==> src/rtl/pkt_seq_pkg.sv <==
package pkt_seq_pkg;

    typedef enum logic [1:0] {
        SZ_BYTE  = 2'b00,
        SZ_WORD  = 2'b01,
        SZ_DWORD = 2'b10,
        SZ_QWORD = 2'b11
    } acc_size_e;

    typedef enum logic [1:0] {
        IDLE       = 2'b00,
        SEND_FIRST = 2'b01,
        SEND_MID   = 2'b10,
        SEND_LAST  = 2'b11
    } seq_state_e;

    localparam logic [1:0] TAG_FIRST = 2'b00;
    localparam logic [1:0] TAG_MID   = 2'b01;
    localparam logic [1:0] TAG_LAST  = 2'b10;

    localparam int unsigned WORD_BYTES = 4;

endpackage

==> src/rtl/pkt_count_plan.sv <==
module pkt_count_plan
    import pkt_seq_pkg::*;
(
    input  logic [1:0] size_code,
    input  logic [1:0] start_off,
    output logic [1:0] pkt_total
);

    always_comb begin
        unique case (acc_size_e'(size_code))
            SZ_BYTE:  pkt_total = 2'd1;
            SZ_WORD:  pkt_total = (start_off == 2'd3) ? 2'd2 : 2'd1;
            SZ_DWORD: pkt_total = (start_off != 2'd0) ? 2'd2 : 2'd1;
            SZ_QWORD: pkt_total = (start_off != 2'd0) ? 2'd3 : 2'd2;
            default:  pkt_total = 2'd1;
        endcase
    end

    always_comb begin
        assert_total_in_range_R4: assert (pkt_total != 2'd0);
    end

endmodule

==> src/rtl/pkt_addr_track.sv <==
module pkt_addr_track
    import pkt_seq_pkg::*;
#(
    parameter int unsigned ADDR_W = 32
) (
    input  logic              clk,
    input  logic              rst,
    input  logic              load,
    input  logic [ADDR_W-1:0] load_addr,
    input  logic              step,
    output logic [ADDR_W-1:0] cur_addr
);

    localparam logic [ADDR_W-1:0] STRIDE = ADDR_W'(WORD_BYTES);

    always_ff @(posedge clk) begin
        if (rst) begin
            cur_addr <= '0;
        end else if (load) begin
            cur_addr <= {load_addr[ADDR_W-1:2], 2'b00};
        end else if (step) begin
            cur_addr <= cur_addr + STRIDE;
        end
    end

    assert_step_adds_four_R5: assert property (@(posedge clk) disable iff (rst)
        (step && !load) |=> (cur_addr == $past(cur_addr) + STRIDE));

    assert_load_aligned_R5: assert property (@(posedge clk) disable iff (rst)
        load |=> (cur_addr[1:0] == 2'b00));

endmodule

==> src/rtl/pkt_sequencer.sv <==
module pkt_sequencer
    import pkt_seq_pkg::*;
#(
    parameter int unsigned ADDR_W = 32
) (
    input  logic              clk,
    input  logic              rst,
    input  logic              req_start,
    input  logic [ADDR_W-1:0] req_addr,
    input  logic [1:0]        req_size,
    input  logic              pkt_ack,
    output logic              pkt_valid,
    output logic [ADDR_W-1:0] pkt_addr,
    output logic [1:0]        pkt_tag,
    output logic [1:0]        pkt_offset,
    output logic              seq_done
);

    seq_state_e state_q, state_d;
    logic [1:0] plan_total;
    logic [1:0] total_q;
    logic [1:0] off_q;
    logic       accept;
    logic       step_addr;

    pkt_count_plan u_plan (
        .size_code (req_size),
        .start_off (req_addr[1:0]),
        .pkt_total (plan_total)
    );

    assign accept    = (state_q == IDLE) && req_start;
    assign step_addr = (state_q != IDLE) && pkt_ack && (state_d != IDLE);

    pkt_addr_track #(.ADDR_W(ADDR_W)) u_addr (
        .clk       (clk),
        .rst       (rst),
        .load      (accept),
        .load_addr (req_addr),
        .step      (step_addr),
        .cur_addr  (pkt_addr)
    );

    // Request capture: the offset and the packet count are held for the whole sequence.
    always_ff @(posedge clk) begin
        if (rst) begin
            off_q   <= 2'b00;
            total_q <= 2'd1;
        end else if (accept) begin
            off_q   <= req_addr[1:0];
            total_q <= plan_total;
        end
    end

    // State register
    always_ff @(posedge clk) begin
        if (rst) state_q <= IDLE;
        else     state_q <= state_d;
    end

    // Next state
    always_comb begin
        state_d = state_q;
        unique case (state_q)
            IDLE: begin
                if (req_start) state_d = SEND_FIRST;
            end
            SEND_FIRST: begin
                if (pkt_ack) begin
                    if (total_q == 2'd1)      state_d = IDLE;
                    else if (total_q == 2'd2) state_d = SEND_LAST;
                    else                      state_d = SEND_MID;
                end
            end
            SEND_MID: begin
                if (pkt_ack) state_d = SEND_LAST;
            end
            SEND_LAST: begin
                if (pkt_ack) state_d = IDLE;
            end
        endcase
    end

    // Outputs
    always_comb begin
        pkt_valid  = 1'b0;
        pkt_tag    = TAG_FIRST;
        seq_done   = 1'b0;
        pkt_offset = off_q;
        unique case (state_q)
            IDLE: begin
                pkt_valid = 1'b0;
            end
            SEND_FIRST: begin
                pkt_valid = 1'b1;
                pkt_tag   = TAG_FIRST;
                seq_done  = pkt_ack && (total_q == 2'd1);
            end
            SEND_MID: begin
                pkt_valid = 1'b1;
                pkt_tag   = TAG_MID;
            end
            SEND_LAST: begin
                pkt_valid = 1'b1;
                pkt_tag   = TAG_LAST;
                seq_done  = pkt_ack;
            end
        endcase
    end

    assert_hold_until_ack_R7: assert property (@(posedge clk) disable iff (rst)
        (pkt_valid && !pkt_ack) |=> (pkt_valid && $stable(pkt_addr) && $stable(pkt_tag) && $stable(pkt_offset)));

    assert_done_with_ack_R8: assert property (@(posedge clk) disable iff (rst)
        seq_done |-> (pkt_valid && pkt_ack));

    assert_idle_after_done_R8: assert property (@(posedge clk) disable iff (rst)
        seq_done |=> !pkt_valid);

    assert_addr_aligned_R5: assert property (@(posedge clk) disable iff (rst)
        pkt_valid |-> (pkt_addr[1:0] == 2'b00));

    assert_offset_kept_R6: assert property (@(posedge clk) disable iff (rst)
        (pkt_valid && pkt_ack && !seq_done) |=> (pkt_valid && $stable(pkt_offset)));

    assert_mid_then_last_R4: assert property (@(posedge clk) disable iff (rst)
        (pkt_valid && pkt_ack && pkt_tag == TAG_MID) |=> (pkt_valid && pkt_tag == TAG_LAST));

    assert_busy_start_ignored_R9: assert property (@(posedge clk) disable iff (rst)
        (pkt_valid && req_start && !pkt_ack) |=> $stable(pkt_offset));

    assert_first_after_start_R11: assert property (@(posedge clk) disable iff (rst)
        (!pkt_valid && req_start) |=> (pkt_valid && pkt_tag == TAG_FIRST));

    assert_reset_idle_R10: assert property (@(posedge clk)
        rst |=> (!pkt_valid && !seq_done));

endmodule

==> config.mk <==
export PLATFORM = sky130hd
export DESIGN_NAME = pkt_sequencer
export DESIGN_NICKNAME = d
export VERILOG_FILES = /design/src/rtl/pkt_seq_pkg.sv /design/src/rtl/pkt_count_plan.sv /design/src/rtl/pkt_addr_track.sv /design/src/rtl/pkt_sequencer.sv
export SDC_FILE = /design/constraint.sdc
export NUM_CORES = 1
export LEC_CHECK = 0
export BUFFER_PORTS_ARGS = -buffer_cell sky130_fd_sc_hd__buf_2
export CORE_ASPECT_RATIO = 0.7
export CORE_UTILIZATION = 25
export CTS_BUF_LIST = sky130_fd_sc_hd__clkbuf_8 sky130_fd_sc_hd__clkbuf_16
export DETAILED_ROUTE_END_ITERATION = 8
export PLACE_DENSITY = 0.47
export SYNTH_ARGS = -nofsm -noshare
export SYNTH_HDL_FRONTEND = slang
export SYNTH_HIERARCHICAL = 1
export SYNTH_SLANG_ARGS = --single-unit
export TNS_END_PERCENT = 1
==> constraint.sdc <==
create_clock -name clk -period 3 [get_ports clk]
set_clock_uncertainty 0.1 [all_clocks]
set_input_delay 0.75 -clock clk [delete_from_list [all_inputs] [get_ports clk]]
set_output_delay 0.75 -clock clk [all_outputs]
set_load 0.02 [all_outputs]
Word level (Yosys, flattened, before mapping)
Cells that the tools add are included.
{ "word_totals": {"reg_bits": 38, "in_bits": 38, "wordCells": 43, "out_inout_bits": 38} }
{ "classes": {"n_mux": 16, "n_addsub": 1, "eq_ne": 9, "n_reduce_logical": 12} }
{ "op_table": {"columns": ["op", "count"], "rows": [
  ["$mux 32", 2],
  ["$add 32x3->32 const B", 1],
  ["$pmux 2 s4", 2],
  ["$mux 2", 7],
  ["$eq 2x2->1 const B", 6],
  ["$reduce_bool 2->1", 4],
  ["$eq 2x1->1 const B", 3],
  ["$logic_and 1x1->1", 4],
  ["$logic_not 2->1", 2],
  ["$pmux 1 s2", 2],
  ["$pmux 2 s2", 1],
  ["$reduce_or 3->1", 1],
  ["$mux 1", 2],
  ["$reduce_or 2->1", 1]
]} }

Depth between registers and ports, before layout
{ "logic_depth": {"depth_word": 9, "depth_mapped": 8} }

Modules after synthesis
Netlist, hierarchy kept.
{ "by_module_without_submodules": {"columns": ["mod", "instances", "cells_per_inst", "area_per_inst_um2", "seq_area_each_um2"], "rows": [
  ["pkt_addr_track", 1, 251, 1929.4, 600.6],
  ["pkt_sequencer", 1, 31, 280.3, 120.1],
  ["pkt_count_plan", 1, 7, 48.8, 0.0]
]} }

Worst setup path after synthesis
No wires, ideal clock.
{ "synth_path": {"kind": "input -> register", "start": "input port pkt_ack", "end": "register u_addr.cur_addr[16]", "required_time_ps": 2809, "path_stages": 6, "arrival_time_ps": 2125, "path_buffers": 1, "setup_slack_ps": 684, "path_cell_list": "nand2_1 -> o21ai_1 -> buf_2 -> nand2_1 -> or4_1 -> a311oi_1"} }
{ "synth_between": {"elab_chain_cells": 5, "elab_cells_between_ends": 8, "cone_classes": "4 x mux; 4 x reduce/logical"} }
{ "synth_lines": {"columns": ["element", "line", "source"], "rows": [
  ["start, declared", "pkt_sequencer.sv:11", "input logic pkt_ack,"],
  ["$mux 2, on equally long branches", "pkt_sequencer.sv:79, pkt_sequencer.sv:69, pkt_sequencer.sv:76", null],
  ["$pmux 2 s4", "pkt_sequencer.sv:64", "unique case (state_q)"],
  ["$reduce_bool 2->1", "pkt_sequencer.sv:33", "assign step_addr = (state_q != IDLE) && pkt_ack && (state_d != IDLE);"],
  ["$logic_and 1x1->1 *", "pkt_sequencer.sv:33", null],
  ["net step_addr", "pkt_sequencer.sv:24", "logic step_addr;"],
  ["$reduce_bool 2->1 (no source line) *", null, null],
  ["end signal, assigned", "pkt_addr_track.sv:20", "cur_addr <= {load_addr[ADDR_W-1:2], 2'b00};"],
  ["end signal, assigned", "pkt_addr_track.sv:22", "cur_addr <= cur_addr + STRIDE;"],
  ["end, declared", "pkt_addr_track.sv:11", "output logic [ADDR_W-1:0] cur_addr"]
]} }
The timed path passes the listed nets; every way through them passes the cells marked *.
A chain may end at the register's enable or synchronous reset.

Final worst setup path
{ "layout_path": {"start": "input port pkt_ack", "end": "register u_addr.cur_addr[21]"} }
Same word-level chain as after synthesis.

==> results.py <==
metrics = {
    "run_status": {
        "status": "finished clean",
    },
    "finish": {
        "syn2layout_area_growth_pct": 30.1,
        "drive_above_1_share_pct": 28.0,
        "fin_nets": 402,
        "n_fill_cell": 982,
        "n_antenna_cell": 0,
    },
    "power_and_ir_drop": {
        "leakage_nw": 1.20,
        "powerDensity_nw_per_um2": 507,
        "fin_total_pwr_w": 0.00149,
        "ir_worst_vdd_uv": 170,
    },
    "grt": {
        "grt_pass1_wl_um": 11200,
        "grt_start_max_net_pins": 43,
        "antenna_found_initial": 0,
        "grt-ovfl-total": 0,
        "grt_use_total_pct": 15.3,
        "first_global_vias": 2153,
    },
    "detailed_routing": {
        "wl_per_cell_um": 14.5,
        "antenna_left": 0,
        "vias": 2436,
        "routed_wl_um": 7030,
        "drt_iter0_drc": 138,
        "dr.pass1.iters": 4,
        "drc": 0,
        "vias_per_cell": 5.03,
    },
    "sta": {
        "post-route-min-period_ns": 2.34,
        "tns_ns": 0,
        "rsz0062_at_grt": "no",
        "fin_crit_sh_pct": 77.9,
        "setup_viol": 0,
        "max_clock_freq_mhz": 428,
        "maxSlewViolCount": 0,
        "hold_viol": 0,
    },
    "cts": {
        "cts_buffer_depth": 2,
        "cts_made_buffers": 5,
        "clock_sink_count": 36,
        "cts-root-buf": "clkbuf_16",
        "cts_resized": 0,
        "clk_latency_ns": 0.28,
        "clk_pin_slew_ns": 0.05,
        "post-cts-setup-buffer-count": 0,
        "htreeDepth": 2,
        "holdBufCountCts": 0,
        "cts_tree": "done",
    },
    "synthesis": {
        "synth_edf_count": 0,
        "yosysSeqAreaShare_pct": 31.9,
        "ys_types": 55,
        "synth_area_um2": 2260,
        "synth_seq_cells": 36,
        "async_flop_share_pct": 0,
        "synth_cells": 289,
        "ys_warn_count": 6,
        "ys.flop_type": "dfxtp_1",
        "syn_avg_cell_area_um2": 7.81,
    },
    "placed_design": {
        "io_buffers": 73,
        "place_hpwl_um": 5190,
        "gp_congestion": 0.796,
    },
    "die": {
        "die_w_um": 116,
        "start_util_pct": 26.2,
        "io_pins": 76,
        "rows": 28,
        "die_y_um": 81.5,
        "die_area_um2": 9420,
        "core_area_um2": 8620,
    },
    "job": {
        "cap_violations": 0,
    },
    "setup_path": {
        "worstPathMaxFanout": 14,
        "required_ns": 3.06,
        "cp_data_arrival_time_ns": 2.39,
        "end_kind": "register",
        "start_kind": "input pin",
        "worstSetupPathType": "input pin to register",
    },
    "hold_path": {
        "hold_path_class": "register to register",
    },
}
[worst max-delay path, stage by stage]
cell and delay (ns):
buf_2 0.09, nand2_1 0.09, o21ai_1 0.14, buf_4 0.23, nand3_1 0.16, nor3_1 0.45, a311oi_1 0.15, a2111oi_0 0.33
[placed cells by master (no fill, tap or decap), types with 3 or more instances in the layout]
cell	instances
clkbuf_16	5
or4_1	4
nand3_1	12
nor2_1	28
nor3b_1	7
a211oi_1	13
and2_1	3
xnor2_1	6
mux2i_1	4
a31oi_1	3
nand4b_1	3
nand2_1	26
and3_1	8
nor3_1	6
nor4_1	10
a311oi_1	7
buf_4	10
inv_1	10
nand4_1	16
o21ai_0	6
buf_2	73
a2111oi_0	3
a21oi_1	15
dfxtp_1	36
o211ai_1	3
xor2_1	5
nor2b_1	4
[cells in the mapped netlist (all sizes together), types with 2 or more instances]
library cell | instances | area [um2]
clkbuf | 9 | 33.8
and2 | 4 | 26.3
nand4 | 16 | 100
and4 | 2 | 17.5
or3 | 3 | 20.0
nor3 | 6 | 30.0
o31ai | 2 | 15.0
or2 | 2 | 12.5
a21oi | 15 | 75.1
a2111oi | 4 | 36.3
nand3 | 14 | 87.6
o211ai | 3 | 22.5
nor2 | 28 | 105
dfxtp | 36 | 721
buf | 8 | 43.8
mux2i | 4 | 40.0
and3 | 9 | 57.6
nand2 | 26 | 97.6
inv | 9 | 33.8
nor4 | 11 | 75.1
a211o | 2 | 17.5
a31oi | 3 | 18.8
xnor2 | 6 | 52.6
a211oi | 13 | 97.6
o21ai | 8 | 40.0
or4 | 4 | 30.0
nor3b | 8 | 71.3
or3b | 2 | 17.5
a21o | 2 | 15.0
nand4b | 3 | 26.3
xor2 | 5 | 43.8
nor2b | 4 | 25.0
a311oi | 7 | 61.3
[metal layers]
layer | up-vias | track usage (%) | routed length, um
met5 | - | 0 | 0
met4 | 0 | 3.64 | 43
met1 | 1124 | 23.3 | 3650
met2 | 74 | 21.2 | 2840
li1 | 1233 | - | -
met3 | 5 | 3.54 | 497
[registers in the layout (all words and copies together), names as in the netlist]
name and count:
u_addr/cur_addr 30, pkt_offset 2, state_q 2, total_q 2
[metrics by stage]
| step | hold slack (ns) | setup slack, ns | std cells | util, % | area (um2) |
|---|---|---|---|---|---|
| final | 0.422 | 0.664 | 484 | 34.1 | 2940 |
| after global routing | 0.446 | 0.493 | 484 | 34.1 | 2940 |
| after CTS | 0.424 | 0.695 | 484 | 34.1 | 2940 |
| after detailed placement | 0.405 | 0.413 | 476 | 32.2 | 2780 |
| after global placement | 0.377 | 0.458 | 476 | 32.2 | 2780 |
| after floorplan | 0.375 | 0.684 | 290 | - | 2260 |
[path summary, 6_finish.rpt]
check / startpoint / slack, ns / endpoint / cells past startpoint
min: pkt_offset[1] / 0.42 / pkt_offset[1] / 2
min reg2reg: pkt_offset[1] / 0.42 / pkt_offset[1] / 2
max: pkt_ack / 0.66 / u_addr/cur_addr[21] / 8
max reg2reg: state_q[1] / 0.71 / u_addr/cur_addr[21] / 8
[layout make-up]
| type | count | area (um2) | share of cell area (%) |
|---|---|---|---|
| tap | 120 | 150 | 5.11 |
| clock buffer | 5 | 125 | 4.26 |
| sequential | 36 | 721 | 24.5 |
| inverter | 10 | 37.5 | 1.28 |
| multi-input combinational | 227 | 1430 | 48.5 |
| clock inverter | 3 | 38.8 | 1.32 |
| timing repair buffer | 83 | 440 | 15.0 |
[report_power, final]
part	total, W	internal, W	switching, W
clock network	0.000580	0.000387	0.000193
logic	0.000314	0.000128	0.000186
registers	0.000597	0.000526	0.0000712
total	0.00149	0.00104	0.000450
[kinds of logic after synthesis]
group           Yosys count  share of synthesized area (%)
flops                    36                           31.9
other cells               1                          0.166
mux                       4                           1.77
simple gates            146                           37.0
buf+inv                  27                           5.10
xor+xnor                 11                           4.27
fa+ha+maj                 1                          0.554
compound gates           63                           19.3
Power figures use the tool's default switching activity.
